--- config.mk ---
export PLATFORM = sky130hd
export DESIGN_NAME = tmr_match_pwm
export DESIGN_NICKNAME = d
export VERILOG_FILES = /design/src/rtl/tmr_pkg.sv /design/src/rtl/tmr_regs.sv /design/src/rtl/tmr_datapath.sv /design/src/rtl/tmr_outctl.sv /design/src/rtl/tmr_match_pwm.sv
export SDC_FILE = /design/constraint.sdc
export NUM_CORES = 1
export LEC_CHECK = 0
export ABC_AREA = 0
export BUFFER_PORTS_ARGS = -buffer_cell sky130_fd_sc_hd__buf_2
export CORE_MARGIN = 4
export CORE_UTILIZATION = 30
export CTS_BUF_LIST = sky130_fd_sc_hd__clkbuf_4 sky130_fd_sc_hd__clkbuf_8 sky130_fd_sc_hd__clkbuf_16
export DETAILED_ROUTE_END_ITERATION = 10
export PLACE_DENSITY_LB_ADDON = 0.2
export RECOVER_POWER = 100
export SLEW_MARGIN = 20
export SYNTH_ARGS = -nofsm -noshare
export SYNTH_HDL_FRONTEND = slang
export SYNTH_HIERARCHICAL = 1
export SYNTH_SLANG_ARGS = --single-unit
--- constraint.sdc ---
create_clock -name clk -period 5.8 [get_ports clk]
set_clock_uncertainty 0.2 [all_clocks]
set_input_delay 1.16 -clock clk [delete_from_list [all_inputs] [get_ports clk]]
set_output_delay 1.16 -clock clk [all_outputs]
set_load 0.01 [all_outputs]
--- src/rtl/tmr_pkg.sv ---
package tmr_pkg;
  localparam int CNT_W      = 16;
  localparam int MATCH_N    = 4;
  localparam int PERIOD_IDX = MATCH_N - 1;
  localparam int ACT_W      = 2;
  localparam int ACT_BITS   = ACT_W * MATCH_N;
  localparam int ADDR_W     = 3;
  localparam int MSEL_W     = $clog2(MATCH_N);

  localparam logic [ADDR_W-1:0] ADDR_ACT = 3'd4;
  localparam logic [ADDR_W-1:0] ADDR_PWM = 3'd5;
  localparam logic [ADDR_W-1:0] ADDR_RUN = 3'd6;

  typedef enum logic [ACT_W-1:0] {
    ACT_KEEP = 2'b00,
    ACT_LOW  = 2'b01,
    ACT_HIGH = 2'b10,
    ACT_FLIP = 2'b11
  } act_e;

  // strobes from the compare datapath to the output control
  typedef struct packed {
    logic [MATCH_N-1:0] hit;    // counter equals compare value, timer running
    logic [MATCH_N-1:0] setOk;  // compare value lies inside (0, period]
    logic               wrap;   // period hit: counter restarts next clock
  } strobe_t;
endpackage

--- src/rtl/tmr_regs.sv ---
module tmr_regs
  import tmr_pkg::*;
#(
  parameter int NUM_PWM = 3
) (
  input  logic                           clk,
  input  logic                           rstN,
  input  logic                           wrEn,
  input  logic [ADDR_W-1:0]              wrAddr,
  input  logic [CNT_W-1:0]               wrData,
  input  logic [ADDR_W-1:0]              rdAddr,
  output logic [CNT_W-1:0]               rdData,
  output logic [MATCH_N-1:0][CNT_W-1:0]  matchVal,
  output logic [ACT_BITS-1:0]            actCtl,
  output logic [NUM_PWM-1:0]             pwmEn,
  output logic                           timerEn
);
  for (genvar m = 0; m < MATCH_N; m++) begin : g_match
    always_ff @(posedge clk) begin
      if (!rstN) matchVal[m] <= '0;
      else if (wrEn && wrAddr == ADDR_W'(m)) matchVal[m] <= wrData;
    end
  end

  always_ff @(posedge clk) begin
    if (!rstN) begin
      actCtl  <= '0;
      pwmEn   <= '0;
      timerEn <= 1'b0;
    end else if (wrEn) begin
      if (wrAddr == ADDR_ACT) actCtl  <= wrData[ACT_BITS-1:0];
      if (wrAddr == ADDR_PWM) pwmEn   <= wrData[NUM_PWM-1:0];
      if (wrAddr == ADDR_RUN) timerEn <= wrData[0];
    end
  end

  always_comb begin
    rdData = '0;
    if (rdAddr < ADDR_W'(MATCH_N)) rdData = matchVal[rdAddr[MSEL_W-1:0]];
    else if (rdAddr == ADDR_ACT)   rdData = {{(CNT_W-ACT_BITS){1'b0}}, actCtl};
    else if (rdAddr == ADDR_PWM)   rdData = {{(CNT_W-NUM_PWM){1'b0}}, pwmEn};
    else if (rdAddr == ADDR_RUN)   rdData = {{(CNT_W-1){1'b0}}, timerEn};
  end
endmodule

--- src/rtl/tmr_datapath.sv ---
module tmr_datapath
  import tmr_pkg::*;
(
  input  logic                          clk,
  input  logic                          rstN,
  input  logic [MATCH_N-1:0][CNT_W-1:0] matchVal,
  input  logic                          timerEn,
  output logic [CNT_W-1:0]              cnt,
  output strobe_t                       strb
);
  logic [CNT_W-1:0] periodVal;
  assign periodVal = matchVal[PERIOD_IDX];

  for (genvar m = 0; m < MATCH_N; m++) begin : g_cmp
    assign strb.hit[m]   = timerEn && (cnt == matchVal[m]);
    assign strb.setOk[m] = (matchVal[m] != '0) && (matchVal[m] <= periodVal);
  end
  assign strb.wrap = strb.hit[PERIOD_IDX];

  always_ff @(posedge clk) begin
    if (!rstN)          cnt <= '0;
    else if (timerEn)   cnt <= strb.wrap ? '0 : cnt + 1'b1;
  end
endmodule

--- src/rtl/tmr_outctl.sv ---
module tmr_outctl
  import tmr_pkg::*;
#(
  parameter int NUM_PWM = 3
) (
  input  logic                clk,
  input  logic                rstN,
  input  strobe_t             strb,
  input  logic [ACT_BITS-1:0] actCtl,
  input  logic [NUM_PWM-1:0]  pwmEn,
  output logic [MATCH_N-1:0]  matchOut
);
  logic [MATCH_N-1:0] emQ, emNext;
  logic [NUM_PWM-1:0] pwmQ, pwmNext;

  always_comb begin
    emNext = emQ;
    for (int m = 0; m < MATCH_N; m++) begin
      if (strb.hit[m]) begin
        case (act_e'(actCtl[ACT_W*m +: ACT_W]))
          ACT_LOW:  emNext[m] = 1'b0;
          ACT_HIGH: emNext[m] = 1'b1;
          ACT_FLIP: emNext[m] = ~emQ[m];
          default:  emNext[m] = emQ[m];
        endcase
      end
    end
  end

  always_comb begin
    pwmNext = pwmQ;
    for (int m = 0; m < NUM_PWM; m++) begin
      if (strb.wrap)                           pwmNext[m] = 1'b0;
      else if (strb.hit[m] && strb.setOk[m])   pwmNext[m] = 1'b1;
    end
  end

  always_ff @(posedge clk) begin
    if (!rstN) begin
      emQ  <= '0;
      pwmQ <= '0;
    end else begin
      emQ  <= emNext;
      pwmQ <= pwmNext;
    end
  end

  for (genvar m = 0; m < MATCH_N; m++) begin : g_out
    if (m < NUM_PWM) begin : g_mux
      assign matchOut[m] = pwmEn[m] ? pwmQ[m] : emQ[m];
    end else begin : g_ext
      assign matchOut[m] = emQ[m];
    end
  end
endmodule

--- src/rtl/tmr_match_pwm.sv ---
module tmr_match_pwm
  import tmr_pkg::*;
#(
  parameter int NUM_PWM = 3
) (
  input  logic               clk,
  input  logic               rstN,
  input  logic               wrEn,
  input  logic [ADDR_W-1:0]  wrAddr,
  input  logic [CNT_W-1:0]   wrData,
  input  logic [ADDR_W-1:0]  rdAddr,
  output logic [CNT_W-1:0]   rdData,
  output logic [MATCH_N-1:0] matchOut
);
  logic [MATCH_N-1:0][CNT_W-1:0] matchVal;
  logic [ACT_BITS-1:0]           actCtl;
  logic [NUM_PWM-1:0]            pwmEn;
  logic                          timerEn;
  logic [CNT_W-1:0]              cnt;
  strobe_t                       strb;

  tmr_regs #(.NUM_PWM(NUM_PWM)) i_regs (
    .clk(clk), .rstN(rstN), .wrEn(wrEn), .wrAddr(wrAddr), .wrData(wrData),
    .rdAddr(rdAddr), .rdData(rdData), .matchVal(matchVal), .actCtl(actCtl),
    .pwmEn(pwmEn), .timerEn(timerEn)
  );

  tmr_datapath i_dp (
    .clk(clk), .rstN(rstN), .matchVal(matchVal), .timerEn(timerEn),
    .cnt(cnt), .strb(strb)
  );

  tmr_outctl #(.NUM_PWM(NUM_PWM)) i_ctl (
    .clk(clk), .rstN(rstN), .strb(strb), .actCtl(actCtl), .pwmEn(pwmEn),
    .matchOut(matchOut)
  );
endmodule

==> metrics <==
fmax 226.7 MHz; CTS tree done; antenna-violating nets left 0; final wirelength 22630 µm; Mapped Cells 773; share of layout cells above drive strength 1 10.27%; final hold vios 0; MaxCap Viol Count 2; wire per inst 21.27 µm; Die ar. 25330 µm²; Mapped Nets 847; Final min period 4.412 ns; # nets final 849; maximum clock insertion buffer count 2; Total Neg Setup Slack 0 ns; Via-to-Cell Ratio 5.320; status complete, but fails checks; total CTS buffers 9; syn avg cell area 8.867 µm²; leakage power total 2.583 nW; Worst slew margin -112.1%; starting density of the core 30.37%; vias in the first global route 5600; cts repair resizes 0; period utilization 76.07%; Placer Congestion 0.9107; clk_lat worst skew 0.36 ns; Setup crit end kind flip-flop; CP Launch Point rstN; clock slew at reported path FFs 0.07 ns; CP Max Fanout 84; Top Ports 45; most frequent cells in the layout nand2_1 (152), dfxtp_1 (99), a21boi_0 (64); Worst EP arrival 4.50 ns; H-tree Lvls 3; Core ar. 22570 µm²; TritonRoute pass-1 iters 5; # DRC 0; RSZ-0062 raised after global routing no; cell row count 55; maximum VDD drop 0.1428 mV; hold buffer count at cts 0; most common cell after layout, fill and taps aside nand2_1; dpl hpwl 16840 µm; die width 159.2 µm; synthesis-to-layout area growth 7.284%; 1st-iter DRT viols 398; Hold WC Path Type flip-flop to flip-flop; gr usage total 17.85%; Post-CTS Setup Inserts 0; first-pass GRT wire length 34760 µm; clk sink count 99; failing checks capacitance limit, slew limit; worst endpoint required time 5.88 ns; CP Launch Type input pin; antenna violations before repair 0; Worst Min Path Start i_ctl/pwmQ[0]$_SDFFE_PP0P_; RR Startpoint i_dp/cnt[3]$_SDFFE_PN0P_; # setup viols final 0; Crit Path Class input pin to flip-flop; R2R Setup Slk 2.57 ns; gr ovfl total 0; CTS root buffer clkbuf_16; YS warnings 6; PortBufs 44; # diodes 0; Worst Max-Slew Pin Slew 3.181 ns; pin count of the biggest net entering global routing 85; synthesized area 6854 µm²; Die Y 159.2 µm; Via Count 5660; Final Hold Slack 0.2848 ns; Power Density 204.4 nW/µm²; Pins Over Slew Limit 102
area by class of cell:
| type | instances | area (µm²) |
|---|---|---|
| clock buffers | 11 | 246.5 |
| inverters | 22 | 82.58 |
| clock inverters | 4 | 33.78 |
| well taps | 285 | 356.6 |
| fillers | 2418 | 15220 |
| flip-flops and latches | 99 | 1982 |
| repair buffers | 47 | 221.5 |
| multi-input cells | 596 | 4431 |
sequential cells by signal, indices dropped and copies added, names as in the netlist:
signal and flops:
i_regs/pwmEn 3, i_ctl/emQ 4, i_ctl/pwmQ 3, i_regs/matchVal 64
i_regs/timerEn 1, i_dp/cnt 16, i_regs/actCtl 8
path summary, 6_finish.rpt:
path | end | cells after the start
worst max-delay path | i_ctl/pwmQ[1]$_SDFFE_PP0P_ | 4
worst min-delay path | i_ctl/pwmQ[0]$_SDFFE_PP0P_ | 2
worst max register to register | i_dp/cnt[2]$_SDFFE_PN0P_ | 4
worst min register to register | i_ctl/pwmQ[0]$_SDFFE_PP0P_ | 2
worst max-delay path, cell delays in order:
cell and delay (ns):
clkbuf_1 0.31, clkbuf_1 2.28, nand2b_1 0.47, nor2_1 0.25
power by group:
group | internal [W] | leakage, nW | switching (W)
Combinational | 0.0000811 | 1.65 | 0.000122
Sequential | 0.000691 | 0.800 | 0.0000261
Clock | 0.000309 | 0.136 | 0.000274
metrics by stage:
stage	util, %	cells	total power, W	setup WS, ns	area (µm²)
6_report	32.58	1064	0.001503	1.388	7353
5_1_grt	32.58	1064	0.001564	0.9049	7353
3_3_place_gp	31.48	1048	0.0009364	1.792	7106
3_5_place_dp	31.48	1048	0.0009357	1.779	7106
2_1_floorplan	-	773	0.0008654	2.349	6854
4_1_cts	32.72	1063	0.001522	1.781	7386
routing by layer:
| metal | wire length [µm] | part of all wire (%) | GRT usage [%] |
|---|---|---|---|
| met1 | 10430 | 46 | 24.88 |
| met2 | 10700 | 47 | 28.80 |
| met3 | 937 | 4.1 | 1.993 |
| met4 | 563 | 2.5 | 6.154 |
| met5 | 0 | 0 | 0 |
Note: power is estimated with default switching activity, not from simulation.
